**src/rtl/pb_pkg.sv**
```systemverilog
package pb_pkg;

  typedef enum logic [4:0] {
    S_IDLE,
    S_CMD_RD,
    S_STOP_WR,
    S_STOP_WAIT,
    S_CR_RD,
    S_SUD_RD,
    S_SUD_WR,
    S_DET_WAIT,
    S_DET_RD,
    S_SERR_RD,
    S_SERR_WR,
    S_GIS_RD,
    S_GIS_WR,
    S_GIS_PORT,
    S_IE_WR,
    S_FIN_RD,
    S_DONE,
    S_FAIL
  } pb_state_e;

  // register layout seen by the controller
  localparam int PORT_BLK_OFS = 'h100;
  localparam int PORT_STRIDE  = 'h80;
  localparam int OFS_GIS      = 'h08;
  localparam int OFS_IE       = 'h14;
  localparam int OFS_CMD      = 'h18;
  localparam int OFS_SSTS     = 'h28;
  localparam int OFS_SERR     = 'h30;

  // command register bits
  localparam int CMD_ST  = 0;
  localparam int CMD_SUD = 1;
  localparam int CMD_FRE = 4;
  localparam int CMD_FR  = 14;
  localparam int CMD_CR  = 15;

  localparam logic [3:0] DET_PHY   = 4'h3;
  localparam logic [3:0] DET_NOPHY = 4'h1;

endpackage

```
**src/rtl/pb_tick_wait.sv**
```systemverilog
module pb_tick_wait #(
  parameter int CNT_W = 4
) (
  input  logic             clk_i,
  input  logic             rst_ni,
  input  logic             en_i,
  input  logic             tick_i,
  input  logic [CNT_W-1:0] limit_i,
  output logic             hit_o
);

  logic [CNT_W-1:0] cnt_q;

  always_ff @(posedge clk_i or negedge rst_ni) begin
    if (!rst_ni)     cnt_q <= '0;
    else if (!en_i)  cnt_q <= '0;
    else if (tick_i) cnt_q <= cnt_q + 1'b1;
  end

  // fires on the tick that completes the interval
  assign hit_o = en_i && tick_i && (cnt_q == limit_i - 1'b1);

endmodule

```
**src/rtl/pb_try_counter.sv**
```systemverilog
module pb_try_counter #(
  parameter int LIMIT = 4
) (
  input  logic clk_i,
  input  logic rst_ni,
  input  logic clr_i,
  input  logic inc_i,
  output logic last_o
);

  localparam int CW = $clog2(LIMIT + 1);

  logic [CW-1:0] cnt_q;

  always_ff @(posedge clk_i or negedge rst_ni) begin
    if (!rst_ni)     cnt_q <= '0;
    else if (clr_i)  cnt_q <= '0;
    else if (inc_i)  cnt_q <= cnt_q + 1'b1;
  end

  // true while the LIMIT-th attempt is under way
  assign last_o = (cnt_q == CW'(LIMIT - 1));

endmodule

```
**src/rtl/pb_access_map.sv**
```systemverilog
module pb_access_map
  import pb_pkg::*;
#(
  parameter int                ADDR_W    = 32,
  parameter int                DATA_W    = 32,
  parameter logic [ADDR_W-1:0] BASE_ADDR = '0,
  parameter int                PORT_IDX  = 0,
  parameter logic [DATA_W-1:0] IE_MASK   = '1
) (
  input  pb_state_e         state_i,
  input  logic [DATA_W-1:0] held_i,
  output logic              valid_o,
  output logic              write_o,
  output logic [ADDR_W-1:0] addr_o,
  output logic [DATA_W-1:0] wdata_o
);

  localparam logic [ADDR_W-1:0] PORT_BASE =
    BASE_ADDR + ADDR_W'(PORT_BLK_OFS + PORT_IDX * PORT_STRIDE);
  localparam logic [ADDR_W-1:0] A_CMD  = PORT_BASE + ADDR_W'(OFS_CMD);
  localparam logic [ADDR_W-1:0] A_SSTS = PORT_BASE + ADDR_W'(OFS_SSTS);
  localparam logic [ADDR_W-1:0] A_SERR = PORT_BASE + ADDR_W'(OFS_SERR);
  localparam logic [ADDR_W-1:0] A_IE   = PORT_BASE + ADDR_W'(OFS_IE);
  localparam logic [ADDR_W-1:0] A_GIS  = BASE_ADDR + ADDR_W'(OFS_GIS);
  localparam logic [DATA_W-1:0] ST_BIT   = DATA_W'(1) << CMD_ST;
  localparam logic [DATA_W-1:0] SUD_BIT  = DATA_W'(1) << CMD_SUD;
  localparam logic [DATA_W-1:0] PORT_BIT = DATA_W'(1) << PORT_IDX;

  always_comb begin
    valid_o = 1'b1;
    write_o = 1'b0;
    addr_o  = A_CMD;
    wdata_o = '0;
    unique case (state_i)
      S_CMD_RD, S_CR_RD, S_SUD_RD: addr_o = A_CMD;
      S_STOP_WR: begin write_o = 1'b1; wdata_o = held_i & ~ST_BIT; end
      S_SUD_WR:  begin write_o = 1'b1; wdata_o = held_i | SUD_BIT;  end
      S_DET_RD, S_FIN_RD: addr_o = A_SSTS;
      S_SERR_RD: addr_o = A_SERR;
      S_SERR_WR: begin addr_o = A_SERR; write_o = 1'b1; wdata_o = held_i; end
      S_GIS_RD:  addr_o = A_GIS;
      S_GIS_WR:  begin addr_o = A_GIS; write_o = 1'b1; wdata_o = held_i; end
      S_GIS_PORT: begin addr_o = A_GIS; write_o = 1'b1; wdata_o = PORT_BIT; end
      S_IE_WR:   begin addr_o = A_IE; write_o = 1'b1; wdata_o = IE_MASK; end
      default:   valid_o = 1'b0;
    endcase
  end

endmodule

```
**src/rtl/port_bringup_seq.sv**
```systemverilog
module port_bringup_seq
  import pb_pkg::*;
#(
  parameter int                ADDR_W       = 32,
  parameter int                DATA_W       = 32,
  parameter logic [ADDR_W-1:0] BASE_ADDR    = '0,
  parameter int                PORT_IDX     = 0,
  parameter int                POLL_LIMIT   = 1000,
  parameter int                IDLE_WAIT_MS = 500,
  parameter int                DET_GAP_MS   = 10,
  parameter int                DET_TRIES    = 100,
  parameter logic [DATA_W-1:0] IE_MASK      = DATA_W'(32'h7800_004F)
) (
  input  logic              clk_i,
  input  logic              rst_ni,
  input  logic              start_i,
  input  logic              ms_tick_i,
  output logic              req_valid_o,
  output logic              req_write_o,
  output logic [ADDR_W-1:0] req_addr_o,
  output logic [DATA_W-1:0] req_wdata_o,
  input  logic              req_ready_i,
  input  logic [DATA_W-1:0] req_rdata_i,
  output logic              done_o,
  output logic              link_up_o,
  output logic              error_o
);

  localparam int MAX_WAIT = (IDLE_WAIT_MS > DET_GAP_MS) ? IDLE_WAIT_MS : DET_GAP_MS;
  localparam int WAIT_W   = $clog2(MAX_WAIT + 1);
  localparam logic [DATA_W-1:0] BUSY_MASK =
    (DATA_W'(1) << CMD_ST) | (DATA_W'(1) << CMD_FRE) |
    (DATA_W'(1) << CMD_FR) | (DATA_W'(1) << CMD_CR);

  pb_state_e         state_q, state_d;
  logic [DATA_W-1:0] held_q;
  logic              link_q;
  logic              xfer, start_ok, wait_en, wait_hit, cr_last, det_last;
  logic              det_found;
  logic [3:0]        det;
  logic [WAIT_W-1:0] wait_lim;

  assign xfer      = req_valid_o && req_ready_i;
  assign start_ok  = start_i && (state_q == S_IDLE || state_q == S_DONE || state_q == S_FAIL);
  assign det       = req_rdata_i[3:0];
  assign det_found = (det == DET_PHY) || (det == DET_NOPHY);
  assign wait_en   = (state_q == S_STOP_WAIT) || (state_q == S_DET_WAIT);
  assign wait_lim  = (state_q == S_STOP_WAIT) ? WAIT_W'(IDLE_WAIT_MS) : WAIT_W'(DET_GAP_MS);

  always_comb begin
    state_d = state_q;
    unique case (state_q)
      S_IDLE, S_DONE, S_FAIL: if (start_ok) state_d = S_CMD_RD;
      S_CMD_RD:
        if (xfer) state_d = |(req_rdata_i & BUSY_MASK) ? S_STOP_WR : S_SUD_RD;
      S_STOP_WR:   if (xfer) state_d = S_STOP_WAIT;
      S_STOP_WAIT: if (wait_hit) state_d = S_CR_RD;
      S_CR_RD:
        if (xfer) begin
          if (!req_rdata_i[CMD_CR]) state_d = S_SUD_RD;
          else if (cr_last)         state_d = S_FAIL;
        end
      S_SUD_RD:    if (xfer) state_d = S_SUD_WR;
      S_SUD_WR:    if (xfer) state_d = S_DET_WAIT;
      S_DET_WAIT:  if (wait_hit) state_d = S_DET_RD;
      S_DET_RD:
        if (xfer) state_d = (det_found || det_last) ? S_SERR_RD : S_DET_WAIT;
      S_SERR_RD:   if (xfer) state_d = S_SERR_WR;
      S_SERR_WR:   if (xfer) state_d = S_GIS_RD;
      S_GIS_RD:
        if (xfer) state_d = (req_rdata_i != '0) ? S_GIS_WR : S_GIS_PORT;
      S_GIS_WR:    if (xfer) state_d = S_GIS_PORT;
      S_GIS_PORT:  if (xfer) state_d = S_IE_WR;
      S_IE_WR:     if (xfer) state_d = S_FIN_RD;
      S_FIN_RD:    if (xfer) state_d = S_DONE;
      default:     state_d = S_IDLE;
    endcase
  end

  always_ff @(posedge clk_i or negedge rst_ni) begin
    if (!rst_ni) begin
      state_q <= S_IDLE;
      held_q  <= '0;
      link_q  <= 1'b0;
    end else begin
      state_q <= state_d;
      if (xfer && !req_write_o) held_q <= req_rdata_i;
      if (start_ok)                          link_q <= 1'b0;
      else if (xfer && state_q == S_FIN_RD)  link_q <= (det == DET_PHY);
    end
  end

  pb_tick_wait #(.CNT_W(WAIT_W)) u_wait (
    .clk_i   (clk_i),
    .rst_ni  (rst_ni),
    .en_i    (wait_en),
    .tick_i  (ms_tick_i),
    .limit_i (wait_lim),
    .hit_o   (wait_hit)
  );

  pb_try_counter #(.LIMIT(POLL_LIMIT)) u_cr_tries (
    .clk_i  (clk_i),
    .rst_ni (rst_ni),
    .clr_i  (state_q == S_STOP_WAIT),
    .inc_i  (xfer && state_q == S_CR_RD),
    .last_o (cr_last)
  );

  pb_try_counter #(.LIMIT(DET_TRIES)) u_det_tries (
    .clk_i  (clk_i),
    .rst_ni (rst_ni),
    .clr_i  (state_q == S_SUD_WR),
    .inc_i  (xfer && state_q == S_DET_RD),
    .last_o (det_last)
  );

  pb_access_map #(
    .ADDR_W    (ADDR_W),
    .DATA_W    (DATA_W),
    .BASE_ADDR (BASE_ADDR),
    .PORT_IDX  (PORT_IDX),
    .IE_MASK   (IE_MASK)
  ) u_map (
    .state_i (state_q),
    .held_i  (held_q),
    .valid_o (req_valid_o),
    .write_o (req_write_o),
    .addr_o  (req_addr_o),
    .wdata_o (req_wdata_o)
  );

  assign done_o    = (state_q == S_DONE);
  assign error_o   = (state_q == S_FAIL);
  assign link_up_o = link_q;

endmodule

```
**config.mk**
```make
export PLATFORM = sky130hd
export DESIGN_NAME = port_bringup_seq
export DESIGN_NICKNAME = d
export VERILOG_FILES = /design/src/rtl/pb_pkg.sv /design/src/rtl/pb_tick_wait.sv /design/src/rtl/pb_try_counter.sv /design/src/rtl/pb_access_map.sv /design/src/rtl/port_bringup_seq.sv
export SDC_FILE = /design/constraint.sdc
export NUM_CORES = 1
export LEC_CHECK = 0
export CAP_MARGIN = 5
export CORE_ASPECT_RATIO = 1.2
export CORE_MARGIN = 2
export CORE_UTILIZATION = 35
export CTS_BUF_LIST = sky130_fd_sc_hd__clkbuf_4
export DETAILED_ROUTE_END_ITERATION = 8
export GPL_TIMING_DRIVEN = 1
export PLACE_DENSITY = 0.63
export SLEW_MARGIN = 25
export SYNTH_ARGS = -nofsm -noshare
export SYNTH_HDL_FRONTEND = slang
export SYNTH_SLANG_ARGS = --single-unit
```
**constraint.sdc**
```tcl
create_clock -name clk_i -period 2 [get_ports clk_i]
set_input_delay 0.2 -clock clk_i [delete_from_list [all_inputs] [get_ports clk_i]]
set_output_delay 0.2 -clock clk_i [all_outputs]
set_load 0.02 [all_outputs]
```
==> flow_summary_export.csv <==
group,metric,value,unit
die,placementRows,41,
logic_synthesis,synthMostInstantiatedCell,"dfrtp_1",
pwr,leakage,2.54,nW
die,die_w,98.4,µm
cells_and_area,nNetsFinal,564,
route,via_per_inst,5.08,
route,vias,3330,
route,avgRoutedWirePerCell,16.0,µm
logic_synthesis,synth-edff-count,0,
die,die_y,117,µm
critical_path,rrSetupSlack,-80,ps
logic_synthesis,synthTopCellsByCount,"64 x dfrtp_1, 41 x nor2_1, 33 x mux2_2",
critical_path,crit_type,"reg2reg",
clock_network,ctsHtreeMaxLevel,3,
timing,hold_violations,0,
clock_network,ctsLongestPathBuffers,2,
job,maxCapViolCount,0,
die,die_area,11500,µm²
cells_and_area,antenna_cells,0,
logic_synthesis,syn_area,3740,µm²
place,placed_cells,620,
route,routed_wl,10.5,mm
clock_network,cts_made_buffers,9,
cells_and_area,fin_cells,655,
pwr,p_comb_frac,0.668,
logic_synthesis,synth_seq_cells,64,
die,floorplan.initialDensity,0.357,
clock_network,cts_tree,"done",
grt,grt_max_degree,36,
clock_network,clock_latency,410,ps
logic_synthesis,synthDistinctLibCells,51,
min_path,hp-class,"in2async",
place,dp_slack,-134,ps
logic_synthesis,ys_seq_area_frac,0.428,
critical_path,crit_required,2300,ps
critical_path,endpoint_kind,"flip-flop",
logic_synthesis,netlist.top_cell.by_area,"dfrtp_1",
route,drt_iter0_markers,159,
logic_synthesis,yosysWarnings,0,
pwr,vdd_drop_max,0.886,mV
logic_synthesis,synth.area.top_cells,"dfrtp_1 43%, mux2_2 9.9%, buf_4 5.4%, nor2_1 4.1%, and2_1 3.8%",
logic_synthesis,yosysTopAreaCellShare,0.428,
route,postRouteAntennaNets,0,
timing,whs,144,ps
grt,grt_usage,0.182,
logic_synthesis,syn_inst,375,
timing,fmax,0.480,GHz
pwr,power.density,1500,nW/µm²
logic_synthesis,syn_area_per_cell,9.97,µm²
run_status,violations,"negative setup slack",
place,gp_congestion,0.887,
cells_and_area,area_delta_synth_final,46.6,%
grt,grt-ovfl-total,0,
grt,antenna_found_initial,0,
timing,skew,12.7,ps
route,drt_pass1_iterations,4,
die,core,10500,µm²
timing,finalWorstSetupSlack,-83.2,ps
pwr,seq_power_share,0.249,
critical_path,critPathLaunchType,"flip-flop",
critical_path,worstPathArrival,2380,ps
timing,period_share,1.04,
cells_and_area,drive_above_1_share,0.426,
place,place_hpwl,7.22,mm
clock_network,cts_sinks,64,
pwr,switchingPower,3.31,mW
logic_synthesis,async_flop_share,1.00,
pwr,netSwitchingFraction,0.403,
logic_synthesis,synthFlopType,"dfrtp_1",
place,io_buffers,78,
route,drc,0,
timing,finalSetupViolations,27,
clock_network,cts_root_buf,"clkbuf_4",
grt,grt_first_pass_wirelength,16.6,mm
grt,grt_pass1_vias,3441,
pwr,power_frac_clock,0.083,
pwr,p_int,4.90,mW
critical_path,critical_path.max_fanout,4,
timing,finalMaxSlewViolations,0,
timing,rsz0062_at_grt,"true",
clock_network,clk_pin_slew,100,ps
run_status,status,"complete, but fails checks",
die,io-pin-count,106,
timing,final.min_clock_period,2080,ps
[power groups by stage]
stage,Clock (mW),Sequential (mW),Combinational [mW]
floorplan,0,1.94,2.57
global placement,0,2.02,4.37
detailed placement,0,2.03,4.41
CTS,0.722,2.02,5.03
global route,0.782,2.10,5.84
finish,0.685,2.04,5.48
[flip-flops by register name, indices dropped and copies added, names as in the netlist]
register           count
held_q                32
link_up_o              1
state_q                5
u_cr_tries.cnt_q      10
u_det_tries.cnt_q      7
u_wait.cnt_q           9
[cell type report]
cell class / count / area [µm²]
flip-flops and latches: 64 / 1600
fillers: 942 / 4980
well taps: 129 / 161
clock buffers: 10 / 75.1
multi-input cells: 286 / 2150
repair buffers: 157 / 1450
clock inverters: 3 / 12.5
inverters: 6 / 26.3
[cells in the final DEF (no fill, tap or decap), types with 9 or more instances in the layout]
cell type / synthesis / routed
a21o_1: 9 / 9
and2_4: 0 / 19
buf_4: 27 / 72
buf_6: 1 / 42
clkbuf_4: 0 / 10
clkdlybuf4s50_1: 0 / 36
conb_1: 1 / 27
dfrtp_1: 64 / 62
mux2_2: 33 / 33
nand2_1: 13 / 12
nand4_1: 13 / 13
nor2_1: 41 / 39
xor2_1: 14 / 14
[worst paths after layout]
check	startpoint	to	cells past startpoint
setup / recovery	state_q[3]$_DFFE_PN0P_	state_q[0]$_DFFE_PN0P_	5
hold / removal	rst_ni	held_q[24]$_DFFE_PN0P_	2
setup reg to reg	state_q[3]$_DFFE_PN0P_	state_q[0]$_DFFE_PN0P_	5
hold reg to reg	held_q[18]$_DFFE_PN0P_	held_q[18]$_DFFE_PN0P_	1
max in group asynchronous	rst_ni	state_q[2]$_DFFE_PN0P_	3
min in group clk_i	req_rdata_i[16]	held_q[16]$_DFFE_PN0P_	2
[cell families after synthesis]
family | after synthesis | share of synthesized area
compound gates | 43 | 0.0800
xor+xnor | 21 | 0.0492
fa+ha+maj | 3 | 0.0100
buf+inv | 51 | 0.0823
flops | 64 | 0.428
mux | 38 | 0.114
other cells | 1 | 0.00100
simple gates | 154 | 0.236
[stage by stage]
| stage | instance area [µm²] | TNS (ps) | total power, mW | util |
|---|---|---|---|---|
| global placement | 4970 | -2220 | 6.40 | 0.475 |
| finish | 5480 | -556 | 8.21 | 0.524 |
| floorplan | 3840 | 0 | 4.51 | - |
| detailed placement | 4970 | -2710 | 6.44 | 0.475 |
| global route | 5480 | -4340 | 8.72 | 0.524 |
| CTS | 5260 | -1320 | 7.78 | 0.502 |
[timing repair]
action,CTS,global route
hold buffers,1,0
setup buffers,9,15
hold endpoints to repair,64,0
setup endpoints to repair,60,53
pin swaps,11,22
gates resized for setup,265,49
cloned,1,0
[metal layers]
layer  GRT usage  up-vias  wire, µm
li1            -     1560         -
met4      0.0676        0       203
met2       0.308      122      5180
met5           0        -         0
met1       0.215     1628      4290
met3      0.0641       20       815
[critical path, cell delays in order (launching register included)]
cell and delay [ps]:
dfrtp_1 430, or2_1 270, or4_4 530, a211oi_2 210
o211a_4 240, mux2_4 300
No activity file was read; power rests on OpenSTA's default activity.
